## config.mk

```make
export PLATFORM = sky130hd
export DESIGN_NAME = reload_timer16
export DESIGN_NICKNAME = d
export VERILOG_FILES = /design/src/rtl/timer16_pkg.sv /design/src/rtl/tmr_tick_gen.sv /design/src/rtl/tmr_count_core.sv /design/src/rtl/tmr_ctrl_reg.sv /design/src/rtl/reload_timer16.sv
export SDC_FILE = /design/constraint.sdc
export NUM_CORES = 1
export LEC_CHECK = 0
export ABC_AREA = 1
export CAP_MARGIN = 20
export CORE_ASPECT_RATIO = 1.5
export CORE_UTILIZATION = 53
export CTS_BUF_LIST = sky130_fd_sc_hd__clkbuf_8
export CTS_CLUSTER_SIZE = 10
export DETAILED_ROUTE_END_ITERATION = 16
export GPL_TIMING_DRIVEN = 0
export PLACE_DENSITY = 0.83
export SLEW_MARGIN = 20
export SYNTH_ARGS = -nofsm -noshare
export SYNTH_HDL_FRONTEND = slang
export SYNTH_SLANG_ARGS = --single-unit
```

## constraint.sdc

```tcl
create_clock -name clk -period 1.95 [get_ports clk]
set_input_delay 0.4875 -clock clk [delete_from_list [all_inputs] [get_ports clk]]
set_output_delay 0.4875 -clock clk [all_outputs]
set_load 0.02 [all_outputs]
```

## src/rtl/timer16_pkg.sv

```systemverilog
package timer16_pkg;

  // control register bit positions
  localparam int unsigned CB_EXT  = 0;
  localparam int unsigned CB_SYS  = 1;
  localparam int unsigned CB_RUN  = 2;
  localparam int unsigned CB_FLAG = 7;

  // modulo step of a prescaler counter
  function automatic logic [7:0] mod_step(input logic [7:0] cur, input int unsigned limit);
    if (cur == 8'(limit - 1)) return 8'd0;
    return cur + 8'd1;
  endfunction

  // pack control read value; unused bits read zero
  function automatic logic [7:0] ctrl_pack(input logic flag, input logic run,
                                           input logic sys_sel, input logic ext_sel);
    logic [7:0] v;
    v = 8'h00;
    v[CB_FLAG] = flag;
    v[CB_RUN]  = run;
    v[CB_SYS]  = sys_sel;
    v[CB_EXT]  = ext_sel;
    return v;
  endfunction

endpackage

```

## src/rtl/tmr_tick_gen.sv

```systemverilog
module tmr_tick_gen #(
  parameter int unsigned SYS_DIV     = 12,
  parameter int unsigned EXT_DIV     = 8,
  parameter int unsigned SYNC_STAGES = 2
) (
  input  logic clk,
  input  logic rst_n,
  input  logic run,
  input  logic ext_sel,
  input  logic sys_sel,
  input  logic ext_osc,
  output logic tick
);
  import timer16_pkg::*;

  localparam int unsigned SYS_W = $clog2(SYS_DIV);
  localparam int unsigned EXT_W = $clog2(EXT_DIV);

  logic [SYNC_STAGES-1:0] sync_q;
  logic                   ext_prev;
  logic                   ext_rise;
  logic [EXT_W-1:0]       ext_cnt;
  logic [SYS_W-1:0]       pre_cnt;
  logic                   ext_active, div_active;
  logic                   ext_tick, div_tick;

  always_ff @(posedge clk or negedge rst_n) begin
    if (!rst_n) begin
      sync_q   <= '0;
      ext_prev <= 1'b0;
    end else begin
      sync_q   <= {sync_q[SYNC_STAGES-2:0], ext_osc};
      ext_prev <= sync_q[SYNC_STAGES-1];
    end
  end

  assign ext_rise   = sync_q[SYNC_STAGES-1] & ~ext_prev;
  assign ext_active = run & ext_sel;
  assign div_active = run & ~ext_sel & ~sys_sel;

  always_ff @(posedge clk or negedge rst_n) begin
    if (!rst_n)           ext_cnt <= '0;
    else if (!ext_active) ext_cnt <= '0;
    else if (ext_rise)    ext_cnt <= EXT_W'(mod_step(8'(ext_cnt), EXT_DIV));
  end

  always_ff @(posedge clk or negedge rst_n) begin
    if (!rst_n)           pre_cnt <= '0;
    else if (!div_active) pre_cnt <= '0;
    else                  pre_cnt <= SYS_W'(mod_step(8'(pre_cnt), SYS_DIV));
  end

  assign ext_tick = ext_active & ext_rise & (ext_cnt == EXT_W'(EXT_DIV - 1));
  assign div_tick = div_active & (pre_cnt == SYS_W'(SYS_DIV - 1));

  always_comb begin
    if (ext_sel)      tick = ext_tick;
    else if (sys_sel) tick = run;
    else              tick = div_tick;
  end

endmodule

```

## src/rtl/tmr_count_core.sv

```systemverilog
module tmr_count_core #(
  parameter int unsigned CNT_W = 16
) (
  input  logic                 clk,
  input  logic                 rst_n,
  input  logic                 tick,
  input  logic [7:0]           wdata,
  input  logic [CNT_W/8-1:0]   wr_cnt_sel,
  input  logic [CNT_W/8-1:0]   wr_rld_sel,
  output logic [CNT_W-1:0]     count,
  output logic [CNT_W-1:0]     reload,
  output logic                 wrap_evt
);
  localparam int unsigned NB = CNT_W / 8;

  logic [CNT_W-1:0] cnt_wr_val, rld_next;

  generate
    for (genvar b = 0; b < NB; b++) begin : g_byte
      assign cnt_wr_val[b*8 +: 8] = wr_cnt_sel[b] ? wdata : count[b*8 +: 8];
      assign rld_next[b*8 +: 8]   = wr_rld_sel[b] ? wdata : reload[b*8 +: 8];
    end
  endgenerate

  assign wrap_evt = tick & (&count) & ~(|wr_cnt_sel);

  always_ff @(posedge clk or negedge rst_n) begin
    if (!rst_n) begin
      count  <= '0;
      reload <= '0;
    end else begin
      reload <= rld_next;
      if (|wr_cnt_sel)   count <= cnt_wr_val;
      else if (wrap_evt) count <= reload;
      else if (tick)     count <= count + 1'b1;
    end
  end

endmodule

```

## src/rtl/tmr_ctrl_reg.sv

```systemverilog
module tmr_ctrl_reg (
  input  logic       clk,
  input  logic       rst_n,
  input  logic       wr_ctrl,
  input  logic [7:0] wdata,
  input  logic       wrap_evt,
  output logic       run,
  output logic       sys_sel,
  output logic       ext_sel,
  output logic       flag,
  output logic       conv_start,
  output logic [7:0] ctrl_rd
);
  import timer16_pkg::*;

  always_ff @(posedge clk or negedge rst_n) begin
    if (!rst_n) begin
      run <= 1'b0; sys_sel <= 1'b0; ext_sel <= 1'b0;
      flag <= 1'b0; conv_start <= 1'b0;
    end else begin
      if (wr_ctrl) begin
        run     <= wdata[CB_RUN];
        sys_sel <= wdata[CB_SYS];
        ext_sel <= wdata[CB_EXT];
      end
      if (wrap_evt)     flag <= 1'b1;
      else if (wr_ctrl) flag <= wdata[CB_FLAG];
      conv_start <= wrap_evt;
    end
  end

  assign ctrl_rd = ctrl_pack(flag, run, sys_sel, ext_sel);

endmodule

```

## src/rtl/reload_timer16.sv

```systemverilog
module reload_timer16 #(
  parameter int unsigned CNT_W       = 16,
  parameter int unsigned SYS_DIV     = 12,
  parameter int unsigned EXT_DIV     = 8,
  parameter int unsigned SYNC_STAGES = 2
) (
  input  logic               clk,
  input  logic               rst_n,
  input  logic               ext_osc,
  input  logic [7:0]         wdata,
  input  logic [CNT_W/8-1:0] wr_cnt_sel,
  input  logic [CNT_W/8-1:0] wr_rld_sel,
  input  logic               wr_ctrl,
  input  logic               irq_en,
  output logic [CNT_W-1:0]   count_q,
  output logic [CNT_W-1:0]   reload_q,
  output logic [7:0]         ctrl_q,
  output logic               irq,
  output logic               conv_start
);
  logic run_en, sys_sel, ext_sel, flag;
  logic tick_en, wrap_evt;

  tmr_ctrl_reg u_ctrl (
    .clk(clk), .rst_n(rst_n), .wr_ctrl(wr_ctrl), .wdata(wdata),
    .wrap_evt(wrap_evt), .run(run_en), .sys_sel(sys_sel), .ext_sel(ext_sel),
    .flag(flag), .conv_start(conv_start), .ctrl_rd(ctrl_q)
  );

  tmr_tick_gen #(.SYS_DIV(SYS_DIV), .EXT_DIV(EXT_DIV), .SYNC_STAGES(SYNC_STAGES)) u_tick (
    .clk(clk), .rst_n(rst_n), .run(run_en), .ext_sel(ext_sel),
    .sys_sel(sys_sel), .ext_osc(ext_osc), .tick(tick_en)
  );

  tmr_count_core #(.CNT_W(CNT_W)) u_core (
    .clk(clk), .rst_n(rst_n), .tick(tick_en), .wdata(wdata),
    .wr_cnt_sel(wr_cnt_sel), .wr_rld_sel(wr_rld_sel),
    .count(count_q), .reload(reload_q), .wrap_evt(wrap_evt)
  );

  assign irq = flag & irq_en;

endmodule

```

# After elaboration in Yosys (flattened, before gate mapping)
# Cells that the tools add are included.
[totals]
reg_bits = 47
input_bits = 17
output_inout_bits = 42
word_cells = 62
[classes]
n_addsub = 3
n_eq_ne = 5
mux = 21
n_bitwise = 14
n_reduce_logical = 6
[op_table]
columns = ["op", "count"]
rows = [
  ["$mux 16", 3],
  ["$add 16x1->16 const B", 1],
  ["$mux 8", 2],
  ["$reduce_and 16->1", 1],
  ["$mux 3", 4],
  ["$mux 4", 3],
  ["$and 1x1->1", 10],
  ["$mux 1", 9],
  ["$add 4x1->4 const B", 1],
  ["$eq 4x4->1 const B", 1],
  ["$ne 2x2->1 const B", 2],
  ["$not 1->1", 4],
  ["$reduce_and 2->1", 2],
  ["$add 3x1->3 const B", 1],
  ["$eq 3x3->1 const B", 1],
  ["$reduce_bool 3->1", 1],
  ["$ne 2x1->1 const B", 1],
  ["$reduce_bool 2->1", 1],
  ["$reduce_or 2->1", 1],
]

# Longest topological paths before layout
# Gate-level depths: netlist of run 1.
[logic_depth]
depth_word = 10
ltp_mapped = 11
ltp_nobuf = 11

# By module
# A second synthesis of run 1 with hierarchy kept.
[hier_totals]
cells_unflattened = 380
area_unflattened_um2 = 2792.7
[modules_own_cells]
columns = ["module", "instances", "cells_each", "area_per_inst_um2"]
rows = [
  ["tmr_count_core", 1, 299, 2077.0],
  ["tmr_tick_gen", 1, 51, 465.4],
  ["tmr_ctrl_reg", 1, 28, 242.7],
  ["reload_timer16", 1, 2, 7.5],
]

# Worst setup path before layout of run 1
# No wires, ideal clock.
[synth_timing]
path_type = "register to register"
start = "register u_core.count[1]"
end = "register u_core.count[15]"
setup_ns = 0.120
arrival_time_ns = 1.589
t_required_ns = 1.830
path_slack_ns = 0.241
path_stages_with_launch = 11
synth_period_minus_slack_ns = 1.709
path_cell_list = "dfrtp_1 -> ha_1 -> nand2_2 -> nor2_4 -> nand2_4 -> nor2_8 -> nand3_2 -> nand2_1 -> nand2_1 -> nand2_1 -> a21oi_2"
[synth_via]
elab_chain_cells = 5
elab_cells_between_ends = 9
[synth_rtl]
columns = ["element", "line", "rtl"]
rows = [
  ["start: declaration", "tmr_count_core.sv:10", "output logic [CNT_W-1:0] count,"],
  ["start signal: assignment", "tmr_count_core.sv:33", "if (|wr_cnt_sel) count <= cnt_wr_val;"],
  ["start signal: assignment", "tmr_count_core.sv:34", "else if (wrap_evt) count <= reload;"],
  ["start signal: assignment", "tmr_count_core.sv:35", "else if (tick) count <= count + 1'b1;"],
  ["branches (longest 5 deep; another with $add 16x1->16)", "-", ""],
]
# Several ways; the timed one is not identified. The select of a mux whose other input is x is not followed.
# A chain may end at the register's enable or synchronous reset.

# Final worst setup path of run 1
[layout_timing]
start = "input wr_cnt_sel[0]"
end = "register u_core.count[10]"
[layout_via]
elab_chain_cells = 5
elab_cells_between_ends = 8
[layout_rtl]
columns = ["element", "line", "rtl"]
rows = [
  ["start: declaration", "reload_timer16.sv:11", "input logic [CNT_W/8-1:0] wr_cnt_sel,"],
  ["$reduce_or 2->1 *", "tmr_count_core.sv:25, tmr_count_core.sv:33", ""],
  ["$not 1->1", "tmr_count_core.sv:25", "assign wrap_evt = tick & (&count) & ~(|wr_cnt_sel);"],
  ["$and 1x1->1", "tmr_count_core.sv:25", ""],
  ["$reduce_bool 3->1 (no line) or $mux 16 (tied branches)", "-", ""],
  ["$reduce_and 2->1 (no line) or $mux 16 (tied branches)", "-", ""],
]
# Mark *: on every way between the ends. The rest lies on a longest branch, timed or not.

==> results of run 1 <==
-- cells in the final DEF (no fill, tap or decap), drive strengths merged, types with 8 or more instances in the layout --
| master | synthesis | routed |
|---|---|---|
| nand2 | 84 | 84 |
| clkdlybuf4s50 | 0 | 48 |
| inv | 33 | 34 |
| dfrtp | 47 | 47 |
| clkbuf | 6 | 11 |
| nand3 | 11 | 11 |
| nor2 | 82 | 82 |
| nand4 | 20 | 20 |
| buf | 12 | 14 |
| o21ai | 8 | 8 |
| a21oi | 33 | 33 |
-- area by class of cell --
class / instances / area [µm²]
plain buffers: 18 / 139
clock buffers: 5 / 68.8
clock inverters: 1 / 3.75
fillers: 422 / 1470
inverters: 33 / 124
multi-input cells: 263 / 1290
flip-flops and latches: 47 / 1180
well taps: 66 / 82.6
repair buffers: 53 / 539
-- synth_stat cells, drive strengths merged --
cell / count
nand2: 84
clkbuf: 6
nand4: 20
nand3b: 2
ha: 4
conb: 1
buf: 12
o21ai: 8
inv: 33
nor3: 4
a21oi: 33
xnor2: 5
xor2: 5
dfrtp: 47
a21boi: 1
nand3: 11
nor2: 82
-- routing by layer --
metal,vias to the layer above,GRT usage (%),wire [µm]
met5,-,0,0
met2,69,49.3,3620
met3,11,3.62,205
li1,1257,-,-
met4,0,9.30,125
met1,1160,32.3,2760
-- worst paths after layout --
| check | from | to | slack [ps] | depth (start not counted) |
|---|---|---|---|---|
| max in group asynchronous | rst_n | u_core.reload[14] | 1260 | 2 |
| min reg2reg | u_tick.sync_q[0] | u_tick.sync_q[1] | 370 | 0 |
| min in group clk | u_tick.sync_q[0] | u_tick.sync_q[1] | 370 | 0 |
| max reg2reg | u_tick.ext_cnt[0] | u_core.count[7] | 130 | 8 |
| max | wr_cnt_sel[0] | u_core.count[10] | 30 | 7 |
| min | rst_n | u_core.count[0] | 170 | 1 |
-- cells by family after synthesis --
family / share of synthesized area [%]
compound gates: 8.69
xor+xnor: 3.23
fa+ha+maj: 1.85
buf+inv: 9.70
flops: 43.4
other cells: 0.138
simple gates: 32.9
-- flip-flops by register name, summed over array words and instances, names as in the netlist --
register and count:
u_ctrl.run 1, u_ctrl.ext_sel 1, u_core.count 16, u_tick.ext_prev 1, u_ctrl.conv_start 1, u_core.reload 16, u_ctrl.sys_sel 1, u_tick.pre_cnt 4
u_tick.ext_cnt 3, u_tick.sync_q 2, u_ctrl.flag 1
-- power groups by stage --
| stage | logic (W) | registers (W) | clock network, W |
|---|---|---|---|
| floorplan | 0.000332 | 0.00125 | 0 |
| global placement | 0.000687 | 0.00118 | 0 |
| detailed placement | 0.000708 | 0.00118 | 0 |
| CTS | 0.000712 | 0.00116 | 0.000544 |
| global route | 0.000778 | 0.00118 | 0.000588 |
| finish | 0.000709 | 0.00117 | 0.000534 |
-- stage by stage --
| stage | area, µm² | utilization [%] | TNS [ps] | std cells | worst slack [ps] |
|---|---|---|---|---|---|
| 3_3_place_gp | 3320 | 68.0 | -44440 | 479 | -900 |
| 3_5_place_dp | 3340 | 68.3 | -2570 | 480 | -179 |
| 5_1_grt | 3420 | 70.0 | 0 | 486 | 1.49 |
| 6_report | 3420 | 70.0 | 0 | 486 | 33.5 |
| 4_1_cts | 3410 | 69.7 | 0 | 486 | 34.2 |
| 2_1_floorplan | 2720 | - | 0 | 361 | 241 |
-- worst reg2reg max path, cell delays in order (launching register included) --
cell      delay (ps)
dfrtp_1          390
ha_1             200
ha_1             190
nand3_1          130
a21boi_2         100
nor2_2           350
inv_2            170
nor2_1           150
a21oi_2           40
==> flow_metrics.env, run 1 <==
export IMPL_p_seq_share_pct=48.4
export IMPL_drc_errors=0
export IMPL_switching_share_pct=33.5
export IMPL_crit_top_cell="nor2_2"
export IMPL_nNetsFinal=442
export IMPL_cts_hold_buf=0
export IMPL_cp_buffers_inverters=2
export IMPL_worst_path_max_fanout=9
export IMPL_numClockSinks=47
export IMPL_pin_count=59
export IMPL_firstDrtPassIters=4
export IMPL_grt_first_pass_wirelength_um=10900
export IMPL_wl_um=6700
export IMPL_run_status="complete, no violations"
export IMPL_via_count=2497
export IMPL_crit_required_ps=2160
export IMPL_power_density_nw_per_um2=704
export IMPL_die_area_um2=5400
export IMPL_area_growth_pct=26.3
export IMPL_crit_arrival_ps=2130
export IMPL_syn_inst=358
export IMPL_p_sw_w=0.000808
export IMPL_ys_ff_latch=47
export IMPL_grt_pass1_vias=2364
export IMPL_hold_class="in -> async"
export IMPL_ys_types=30
export IMPL_synth_area_leaders="dfrtp_1 43%, nand2_1 11%, nor2_1 10%"
export IMPL_p_leak_nw=1.64
export IMPL_cp_slowest_cell="clkdlybuf4s50_1"
export IMPL_cts_setup_buffers=0
export IMPL_ys_warn_count=0
export IMPL_routabilityCongestion=0.888
export IMPL_hold_viol_final=0
export IMPL_overflow=0
export IMPL_wl_per_cell_um=13.8
export IMPL_synth_top_area_share_pct=43.4
export IMPL_vias_per_cell=5.14
export IMPL_finalMaxSlewViolations=0
export IMPL_max_freq_ghz=0.522
export IMPL_hold_slack_ps=174
export IMPL_antenna_cells=0
export IMPL_cts_resized=1
export IMPL_drt_iter0_markers=130
export IMPL_grt_usage_pct=27.2
export IMPL_synth_largest_area_cell="dfrtp_1"
export IMPL_slew_headroom_pct=63.0
export IMPL_maxCapViolCount=0
export IMPL_rsz0062_at_grt="false"
export IMPL_rows=31
export IMPL_drt_antenna_violating_nets=0
export IMPL_dp_hpwl_um=5340
export IMPL_grt_max_degree=26
export IMPL_synth_area_per_cell_um2=7.56
export IMPL_fin_skew_ps=8.78
export IMPL_fin_crit_sh_pct=98.3
export IMPL_end_kind="register"
export IMPL_insertion_delay_ps=300
export IMPL_root_buffer="clkbuf_8"
export IMPL_clkPwrFrac_pct=22.2
export IMPL_clk_pin_slew_worst_paths_ps=90
export IMPL_syn_area_um2=2710
export IMPL_ir_worst_vdd_v=0.000480
export IMPL_cp_cell_sequence="clkdlybuf4s50_1 -> nor2_2 -> a21boi_2 -> nor2_2 -> inv_2 -> nor2_1 -> a21oi_1"
export IMPL_fin_crit_ps=1920
export IMPL_h_tree_depth=2
export IMPL_die_w_um=60.4
export IMPL_worstMarginPinSlew_ps=555
export IMPL_io_buffer_count=52
export IMPL_initial_core_util_pct=55.4
export IMPL_path_delay_family="buffers and inverters"
export IMPL_cts_tree="done"
export IMPL_die_h_um=89.5
export IMPL_antenna_found_initial=0
export IMPL_start_kind="primary input"
export IMPL_core_um2=4890
export IMPL_drive_gt1_share_pct=9.52
export IMPL_setup_viol_count_final=0
export IMPL_p_comb_share_pct=29.4
export IMPL_cts_buffer_depth=2
export IMPL_max_stage_delay_ps=470
export IMPL_internal_power_w=0.00160
export IMPL_synth_seq_area_share_pct=43.4
export IMPL_crit_type="in -> reg"
export IMPL_cts_made_buffers=5
export IMPL_finalPower_w=0.00241
No activity file was read; power rests on OpenSTA's default activity.
==> run 2, diff against run 1 <==
- SLEW_MARGIN: 20 -> not set
==> results of run 2 <==
Final layout, timing and power as in run 1 (identical DEF).
==> run 3, diff against run 2 <==
- CTS_CLUSTER_DIAMETER: not set -> 200
- HOLD_SLACK_MARGIN: not set -> 0.1
==> results of run 3 <==
Final layout, timing and power as in run 1 (identical DEF).
